### src/rtl/lbs_pkg.sv
package lbs_pkg;
  typedef enum logic [3:0] {
    ST_IDLE, ST_CK_LP01, ST_CK_LP00, ST_CK_ZERO, ST_CK_PRE,
    ST_DL_LP01, ST_DL_LP00, ST_DL_ZERO, ST_SYNC, ST_PAYLOAD,
    ST_TRAIL, ST_CK_POST, ST_CK_TRAIL, ST_EXIT
  } seq_state_t;

  localparam logic [1:0] LINE_STOP   = 2'b11;
  localparam logic [1:0] LINE_REQ    = 2'b01;
  localparam logic [1:0] LINE_BRIDGE = 2'b00;
endpackage

### src/rtl/lbs_dwell_timer.sv
module lbs_dwell_timer #(
  parameter int CW = 8
) (
  input  logic          clk,
  input  logic          rst_n,
  input  logic          load,
  input  logic [CW-1:0] len,
  output logic          done
);
  logic [CW-1:0] cnt_q;

  always_ff @(posedge clk) begin
    if (!rst_n)            cnt_q <= '0;
    else if (load)         cnt_q <= len - 1'b1;
    else if (cnt_q != '0)  cnt_q <= cnt_q - 1'b1;
  end

  assign done = (cnt_q == '0);
endmodule

### src/rtl/lbs_clk_lane.sv
module lbs_clk_lane
  import lbs_pkg::*;
(
  input  logic       clk,
  input  logic       rst_n,
  input  seq_state_t st,
  output logic [1:0] lp,
  output logic       hs_en,
  output logic       hs_bit
);
  logic running, ph_q;

  always_comb begin
    running = 1'b0;
    unique case (st)
      ST_CK_PRE, ST_DL_LP01, ST_DL_LP00, ST_DL_ZERO, ST_SYNC,
      ST_PAYLOAD, ST_TRAIL, ST_CK_POST: running = 1'b1;
      default: running = 1'b0;
    endcase
  end

  always_ff @(posedge clk) begin
    if (!rst_n) ph_q <= 1'b0;
    else        ph_q <= running ? ~ph_q : 1'b0;
  end

  always_comb begin
    lp = LINE_STOP;
    hs_en = 1'b0;
    if (st == ST_CK_LP01)      lp = LINE_REQ;
    else if (st == ST_CK_LP00) lp = LINE_BRIDGE;
    else if (running || st == ST_CK_ZERO || st == ST_CK_TRAIL) begin
      lp = LINE_BRIDGE;
      hs_en = 1'b1;
    end
    hs_bit = running & ~ph_q;
  end
endmodule

### src/rtl/lbs_data_lane.sv
module lbs_data_lane
  import lbs_pkg::*;
(
  input  logic       clk,
  input  logic       rst_n,
  input  seq_state_t st,
  input  logic       active,
  input  logic       src_bit,
  input  logic       src_valid,
  output logic [1:0] lp,
  output logic       hs_en,
  output logic       hs_bit
);
  logic last_q;

  always_ff @(posedge clk) begin
    if (!rst_n)                              last_q <= 1'b0;
    else if (st == ST_SYNC)                  last_q <= 1'b1;
    else if (st == ST_PAYLOAD && src_valid)  last_q <= src_bit;
  end

  always_comb begin
    lp = LINE_STOP;
    hs_en = 1'b0;
    hs_bit = 1'b0;
    if (active) begin
      unique case (st)
        ST_DL_LP01: lp = LINE_REQ;
        ST_DL_LP00: lp = LINE_BRIDGE;
        ST_DL_ZERO: begin lp = LINE_BRIDGE; hs_en = 1'b1; end
        ST_SYNC:    begin lp = LINE_BRIDGE; hs_en = 1'b1; hs_bit = 1'b1; end
        ST_PAYLOAD: begin
          lp = LINE_BRIDGE; hs_en = 1'b1;
          hs_bit = src_valid ? src_bit : last_q;
        end
        ST_TRAIL:   begin lp = LINE_BRIDGE; hs_en = 1'b1; hs_bit = ~last_q; end
        default: ;
      endcase
    end
  end
endmodule

### src/rtl/lane_burst_seq.sv
module lane_burst_seq
  import lbs_pkg::*;
#(
  parameter int NL            = 4,
  parameter int CW            = 8,
  parameter int MIN_LPX       = 5,
  parameter int MIN_CLK_PRE   = 8,
  parameter int MIN_CLK_TRAIL = 6,
  parameter int MIN_EXIT      = 10,
  localparam int LW = $clog2(NL + 1)
) (
  input  logic            clk,
  input  logic            rst_n,
  input  logic [CW-1:0]   cfg_lpx,
  input  logic [CW-1:0]   cfg_clk_prep,
  input  logic [CW-1:0]   cfg_clk_zero,
  input  logic [CW-1:0]   cfg_clk_pre,
  input  logic [CW-1:0]   cfg_hs_prep,
  input  logic [CW-1:0]   cfg_hs_zero,
  input  logic [CW-1:0]   cfg_trail,
  input  logic [CW-1:0]   cfg_clk_post,
  input  logic [CW-1:0]   cfg_clk_trail,
  input  logic [CW-1:0]   cfg_exit,
  input  logic [LW-1:0]   cfg_lanes,
  input  logic            src_valid,
  input  logic [NL-1:0]   src_data,
  input  logic            src_last,
  output logic            src_ready,
  output logic [1:0]      ck_lp,
  output logic            ck_hs_en,
  output logic            ck_hs_bit,
  output logic [2*NL-1:0] dl_lp,
  output logic [NL-1:0]   dl_hs_en,
  output logic [NL-1:0]   dl_hs_bit,
  output logic            dl_sync
);
  seq_state_t st_q, st_d;
  logic       done;
  logic [CW-1:0] len_d;
  logic [LW-1:0] eff_lanes;

  function automatic logic [CW-1:0] floor_at(input logic [CW-1:0] v, input int mn);
    return (int'(v) < mn) ? CW'(mn) : v;
  endfunction

  // clamp the lane count into 1..NL
  always_comb begin
    if (cfg_lanes == '0)          eff_lanes = LW'(1);
    else if (int'(cfg_lanes) > NL) eff_lanes = LW'(NL);
    else                           eff_lanes = cfg_lanes;
  end

  always_comb begin
    st_d = st_q;
    unique case (st_q)
      ST_IDLE:     if (src_valid) st_d = ST_CK_LP01;
      ST_CK_LP01:  if (done) st_d = ST_CK_LP00;
      ST_CK_LP00:  if (done) st_d = ST_CK_ZERO;
      ST_CK_ZERO:  if (done) st_d = ST_CK_PRE;
      ST_CK_PRE:   if (done) st_d = ST_DL_LP01;
      ST_DL_LP01:  if (done) st_d = ST_DL_LP00;
      ST_DL_LP00:  if (done) st_d = ST_DL_ZERO;
      ST_DL_ZERO:  if (done) st_d = ST_SYNC;
      ST_SYNC:     if (done) st_d = ST_PAYLOAD;
      ST_PAYLOAD:  if (src_valid && src_last) st_d = ST_TRAIL;
      ST_TRAIL:    if (done) st_d = ST_CK_POST;
      ST_CK_POST:  if (done) st_d = ST_CK_TRAIL;
      ST_CK_TRAIL: if (done) st_d = ST_EXIT;
      ST_EXIT:     if (done) st_d = ST_IDLE;
      default:     st_d = ST_IDLE;
    endcase
  end

  always_comb begin
    unique case (st_d)
      ST_CK_LP01, ST_DL_LP01: len_d = floor_at(cfg_lpx, MIN_LPX);
      ST_CK_LP00:  len_d = floor_at(cfg_clk_prep, 1);
      ST_CK_ZERO:  len_d = floor_at(cfg_clk_zero, 1);
      ST_CK_PRE:   len_d = floor_at(cfg_clk_pre, MIN_CLK_PRE);
      ST_DL_LP00:  len_d = floor_at(cfg_hs_prep, 1);
      ST_DL_ZERO:  len_d = floor_at(cfg_hs_zero, 1);
      ST_TRAIL:    len_d = floor_at(cfg_trail, 1);
      ST_CK_POST:  len_d = floor_at(cfg_clk_post, 1);
      ST_CK_TRAIL: len_d = floor_at(cfg_clk_trail, MIN_CLK_TRAIL);
      ST_EXIT:     len_d = floor_at(cfg_exit, MIN_EXIT);
      default:     len_d = CW'(1);
    endcase
  end

  always_ff @(posedge clk) begin
    if (!rst_n) st_q <= ST_IDLE;
    else        st_q <= st_d;
  end

  lbs_dwell_timer #(.CW(CW)) u_timer (
    .clk(clk), .rst_n(rst_n), .load(st_d != st_q), .len(len_d), .done(done)
  );

  lbs_clk_lane u_ck (
    .clk(clk), .rst_n(rst_n), .st(st_q),
    .lp(ck_lp), .hs_en(ck_hs_en), .hs_bit(ck_hs_bit)
  );

  for (genvar i = 0; i < NL; i++) begin : g_lane
    lbs_data_lane u_dl (
      .clk(clk), .rst_n(rst_n), .st(st_q),
      .active(i < int'(eff_lanes)),
      .src_bit(src_data[i]), .src_valid(src_valid),
      .lp(dl_lp[2*i +: 2]), .hs_en(dl_hs_en[i]), .hs_bit(dl_hs_bit[i])
    );
  end

  assign src_ready = (st_q == ST_PAYLOAD);
  assign dl_sync   = (st_q == ST_SYNC);
endmodule

### config.mk
export PLATFORM = sky130hd
export DESIGN_NAME = lane_burst_seq
export DESIGN_NICKNAME = d
export VERILOG_FILES = /design/src/rtl/lbs_pkg.sv /design/src/rtl/lbs_dwell_timer.sv /design/src/rtl/lbs_clk_lane.sv /design/src/rtl/lbs_data_lane.sv /design/src/rtl/lane_burst_seq.sv
export SDC_FILE = /design/constraint.sdc
export NUM_CORES = 1
export LEC_CHECK = 0
export BUFFER_PORTS_ARGS = -buffer_cell sky130_fd_sc_hd__buf_2
export CORE_ASPECT_RATIO = 1.5
export CORE_MARGIN = 3
export CORE_UTILIZATION = 50
export CTS_BUF_LIST = sky130_fd_sc_hd__clkbuf_8 sky130_fd_sc_hd__clkbuf_16
export DETAILED_ROUTE_END_ITERATION = 10
export PLACE_DENSITY_LB_ADDON = 0.15
export SLEW_MARGIN = 30
export SYNTH_ARGS = -nofsm -noshare
export SYNTH_HDL_FRONTEND = slang
export SYNTH_SLANG_ARGS = --single-unit
### constraint.sdc
create_clock -name clk -period 4.3 [get_ports clk]
set_clock_uncertainty 0.15 [all_clocks]
set_input_delay 0.86 -clock clk [delete_from_list [all_inputs] [get_ports clk]]
set_output_delay 0.86 -clock clk [all_outputs]
set_load 0.05 [all_outputs]
# After elaboration in Yosys (flattened, before gate mapping)
# Memory sizes are Yosys's and may differ from the RTL's. A register that Yosys moved wholly into a read port is not among the register bits.
# Cells that the tools add are included.
# word_totals
elab_cells	137
mem_bits_ro	16
register_bits	17
mem_count	1
input_bits	91
output_inout_bits	22
# mem_list
name	words	width	read_ports	rd_clocked_by_memory_dff	wr	line	source
(no name shown)	16	1	1	1	0	lbs_clk_lane.sv:15	unique case (st)
# op_classes
add_sub_neg	2
eq_ne	25
bitwise_logic	6
order_cmp	15
n_mux	67
reduce_logical	14
# ops
operator	n
$mux W8	12
$pmux W8 S10	1
$mux W4	15
$pmux W4 S14	1
$lt A8 B1 Y1 const B	6
$eq A4 B4 Y1 const B	10
$eq A4 B3 Y1 const B	8
$mux W1	24
$eq A4 B2 Y1 const B	4
$lt A8 B3 Y1 const B	2
$lt A8 B4 Y1 const B	2
$sub A8 B1 Y8 const B	2
$mux W2	7
$pmux W1 S3	4
$eq A4 B1 Y1 const B	2
$logic_not A8 Y1	1
$reduce_bool A8 Y1	1
$lt A1 B3 Y1 const A	2
$lt A2 B3 Y1 const A	2
$mux W3	2
$not A1 Y1	5
$reduce_or A5 Y1	1
$logic_not A4 Y1	1
$ne A4 B4 Y1	1
other kinds (10)	13

# Longest topological paths before layout
# logic_depth
depth_word	8
depth_mapped	15
ltp_nobuf	12

# Cells and area by module
# Synthesis repeated with hierarchy kept, for this count alone.
# unflattened
cells_unflattened	355
hier_area_um2	2623.8
# modules_own_cells
module	n_inst	seq_area_each_um2	cells_each	area_per_inst_um2
lane_burst_seq	1	80.1	203	1361.3
lbs_data_lane	4	20.0	20	158.9
lbs_dwell_timer	1	160.2	54	496.7
lbs_clk_lane	1	20.0	18	130.1

# Worst setup path after synthesis
# Ideal clock, no wire load.
# synth_timing
path_kind	in2reg
startpoint	in src_valid
endpoint	reg u_timer.cnt_q[6]
n_path_buf	2
t_arrival_ps	3823
slack_ps	256
required_time_ps	4079
setup_time_ps	71
path_stages	14
path_cell_list	buf_2 > nand2_1 > a22oi_1 > nor3_1 > nor2_2 > buf_2 > a221oi_1 > a21oi_1 > o31ai_1 > a21boi_0 > ha_1 > o2111ai_1 > or3_1 > a21oi_1
# synth_between
elab_chain_len	8
elab_cells_between_ends	21
classes_between	1 x add/sub; 12 x eq/ne; 5 x mux; 3 x reduce/logical
# synth_rtl
element	line	source
start: declaration	lane_burst_seq.sv:25	input logic src_valid,
$logic_and A1 B1 Y1	lane_burst_seq.sv:65	ST_PAYLOAD: if (src_valid && src_last) st_d = ST_TRAIL;
$mux W4	lane_burst_seq.sv:65	
$pmux W4 S14 (*)	lane_burst_seq.sv:55	unique case (st_q)
$eq A4 B1 Y1 or $eq A4 B3 Y1 (tied branches)	lane_burst_seq.sv:75	unique case (st_d)
$reduce_or A2 Y1	lane_burst_seq.sv:75	
$pmux W8 S10	lane_burst_seq.sv:75	
$sub A8 B1 Y8	lbs_dwell_timer.sv:14	else if (load) cnt_q <= len - 1'b1;
$mux W8	lbs_dwell_timer.sv:14	
end signal: assignment	lbs_dwell_timer.sv:14	
end signal: assignment	lbs_dwell_timer.sv:15	else if (cnt_q != '0) cnt_q <= cnt_q - 1'b1;
end: declaration	lbs_dwell_timer.sv:10	logic [CW-1:0] cnt_q;
# Every way passes the cells marked *; elsewhere a longest branch is shown, timed or not.
# A chain may end at the register's enable or synchronous reset.

# Worst setup path in the final report
# layout_timing
startpoint	reg st_q[1]
endpoint	reg u_timer.cnt_q[6]
# layout_between
elab_chain_len	7
elab_cells_between_ends	46
classes_between	1 x add/sub; 25 x eq/ne; 17 x mux; 3 x reduce/logical
# layout_rtl
element	line	source
start: declaration	lane_burst_seq.sv:37	seq_state_t st_q, st_d;
start signal: assignment	lane_burst_seq.sv:92	else st_q <= st_d;
$eq A4 B4 Y1 (tied with other cells)	lane_burst_seq.sv:55	
$pmux W4 S14	lane_burst_seq.sv:55	
$eq A4 B1 Y1 or $eq A4 B3 Y1 (tied branches)	lane_burst_seq.sv:75	
$reduce_or A2 Y1	lane_burst_seq.sv:75	
$pmux W8 S10	lane_burst_seq.sv:75	
$sub A8 B1 Y8	lbs_dwell_timer.sv:14	
$mux W8	lbs_dwell_timer.sv:14	
# Parallel ways exist; a longest one is shown, timed or not.

==> metrics <==
outcome finished, final reports clean; FILL cells 500; Root Buffer clkbuf_8; Die X 66.2 um; setup ws final 0.191 ns; Seq/Total Area, Yosys 0.133; metal2 WL 5130 um; Synth Flop Type dfxtp_1; cts hold-fix bufs 0; Worst EP arrival 4.15 ns; Tcrit/Tclk final 0.956; power per cell area 491 nW/um^2; Total GRT Usage 0.341; Antenna Nets Post-Route 0; vias in the first global route 3407; largest net degree at the start of global routing 17; initial core utilization 0.521; placed insts 563; Synth area leaders dfxtp_1, o21ai_0, mux2i_1; Sum Neg Setup Slack 0 ns; max-cap viol count 0; HPWL Detailed 9130 um; Post-CTS Setup Repair Bufs 0; layout cells sized above 1 0.331; first-pass GRT wire length 16900 um; Synth top area share 0.133; Layout Cells excl Fill 567; clk sink count 18; worst vdd ir 0.000378 V; Nets 592; met3 routed WL 961 um; CTS Buf Count 3; final setup violation count 0; die area 6370 um^2; Setup CP Type flop to flop; syn avg cell area 7.05 um^2; vias 3677; DRC Markers 0; Post-Syn Instances 385; Synth Cell Area 2710 um^2; Worst Setup Slack post-DPL 0.390 ns; Slew Limit Fails 0; io pins 113; RSZ-0062 raised after global routing no; area grow syn2layout 27.7%; GP Congestion 1.05; Die Ht 96.2 um; Skew-Pair Late Insertion Delay 0.26 ns; Post-synth EDFFs 0; port bufs 112; core area 5200 um^2; total power draw 1.70 mW; synthesized flop and latch total 18; CTS Buffer Depth 2; Synth area leader dfxtp_1; Post-Syn Nets 477; Worst Setup Start Kind flop; CTS tree done; initial DRC count 313; area of placed instances 3410 um^2; Clock Pin Slew Worst Setup and Hold Paths 0.08 ns; Congestion Overflow GR 0; CP required 4.34 ns; Vias per Instance 6.49; post-cts repair resize count 0; detailed-router iteration count before antenna repair 6; CP Max Fanout 16; htree depth 1; ys async rst share 0; count of warnings emitted by yosys 0; Yosys cell types 73; antenna violations before repair 0; relative slew slack 0.578; final hold vios 0; fmax 0.243 GHz; row cnt 32; n_diodes 0; WL per Instance 19.3 um; Routed WL 10900 um; Tightest Pin Transition 0.628 ns; met1 WL 4120 um; Setup crit end kind flop; leak pwr 1.50 nW; hold crit path type flop to flop; design area 3460 um^2; fin crit period 4.11 ns; uppermost routed layer met4
==> flip-flops by register name, indices dropped and copies added, names as in the netlist <==
register,flops
st_q,4
g_lane.u_dl.last_q,4
u_ck.ph_q,1
u_ck.running,1
u_timer.cnt_q,8
==> synth_stat cells, types with 3 or more instances <==
master     n
nor4_4     3
and3_1     3
nand3_1   11
and2_1    11
mux2i_1   15
o21ai_0   31
inv_1      8
a21oi_1   21
a21o_1     7
nor2_1    39
nand4_1    7
a221oi_1   4
buf_4      9
a211oi_1   8
a31oi_1    7
a21boi_0   7
nor4_1     7
a22oi_1    8
dfxtp_1   18
clkbuf_1  10
a221o_1    4
nor3_1    15
nand2b_1   3
buf_2      8
or3_1      3
o211ai_1   6
or4_1      5
nand2_1   36
xnor2_1    4
o21a_1     5
==> through the flow <==
step | hold WS (ns) | utilization
floorplan | 0.383 | -
global placement | 0.371 | 0.655
detailed placement | 0.377 | 0.655
CTS | 0.392 | 0.666
global route | 0.425 | 0.666
finish | 0.386 | 0.666
==> power breakdown <==
| group | internal, mW | switching (mW) | total (mW) |
|---|---|---|---|
| logic | 0.512 | 0.771 | 1.28 |
| clock network | 0.0816 | 0.0657 | 0.147 |
| registers | 0.202 | 0.0692 | 0.271 |
| total | 0.795 | 0.906 | 1.70 |
==> kinds of logic (layout without fill, tap and decap cells) <==
family / Yosys count / count (layout) / share of synthesized area
compound gates: 149 / 149 / 0.397
mux: 17 / 17 / 0.0636
flops: 18 / 18 / 0.133
buf+inv: 38 / 152 / 0.0687
xor+xnor: 5 / 5 / 0.0161
simple gates: 157 / 157 / 0.318
fa+ha+maj: 1 / 1 / 0.00461
==> layout by cell type, fill, tap and decap left out, drive strengths merged, types with 3 or more instances in the layout <==
master	Yosys	routed
o21a	5	5
nand2b	3	3
mux2i	15	15
xnor2	4	4
a21o	7	7
a22oi	9	9
a21oi	21	21
nand3	13	13
a221oi	5	5
clkbuf	10	4
a211oi	9	9
nor4	11	11
a22o	3	3
nor3	16	16
o31ai	3	3
nand4	7	7
nand2	36	36
buf	19	139
o21ai	33	33
dfxtp	18	18
a21boi	9	9
or4	7	7
a221o	4	4
a31oi	8	8
inv	8	8
nor2	41	41
or3	3	3
and2	12	12
a211o	3	3
o211ai	6	6
and3	3	3
==> final cells by class <==
class                           count  area [um^2]  share of cell area
Clock buffer                        4         55.1              0.0159
Sequential cell                    18          360               0.104
Timing Repair Buffer              139          763               0.220
Tap cell                           68         85.1              0.0246
Multi-Input combinational cell    329         2170               0.625
Inverter                            9         33.8             0.00975
==> final timing paths <==
path / from / depth (start not counted) / slack, ns / end
worst min-delay path: u_ck.ph_q / 2 / 0.39 / u_ck.ph_q
worst max-delay path: st_q[1] / 10 / 0.19 / u_timer.cnt_q[6]
worst min register to register: u_ck.ph_q / 2 / 0.39 / u_ck.ph_q
worst max register to register: st_q[1] / 10 / 0.19 / u_timer.cnt_q[6]
==> metal layers <==
metal	vias up	GRT usage
met3	56	0.0444
met4	0	0.173
met2	247	0.601
met1	1647	0.396
met5	-	0
li1	1727	-
==> critical path, stage by stage (launching register included) <==
cell and delay [ns]:
dfxtp_1 0.72, and2_0 0.42, nand3_2 0.28, a211oi_2 0.42, mux2_2 0.38, a221oi_1 0.41, o221ai_1 0.29, o21ai_1 0.25
o2111ai_1 0.18, or3_1 0.40, a21oi_1 0.12
Note: power is estimated with default switching activity, not from simulation.
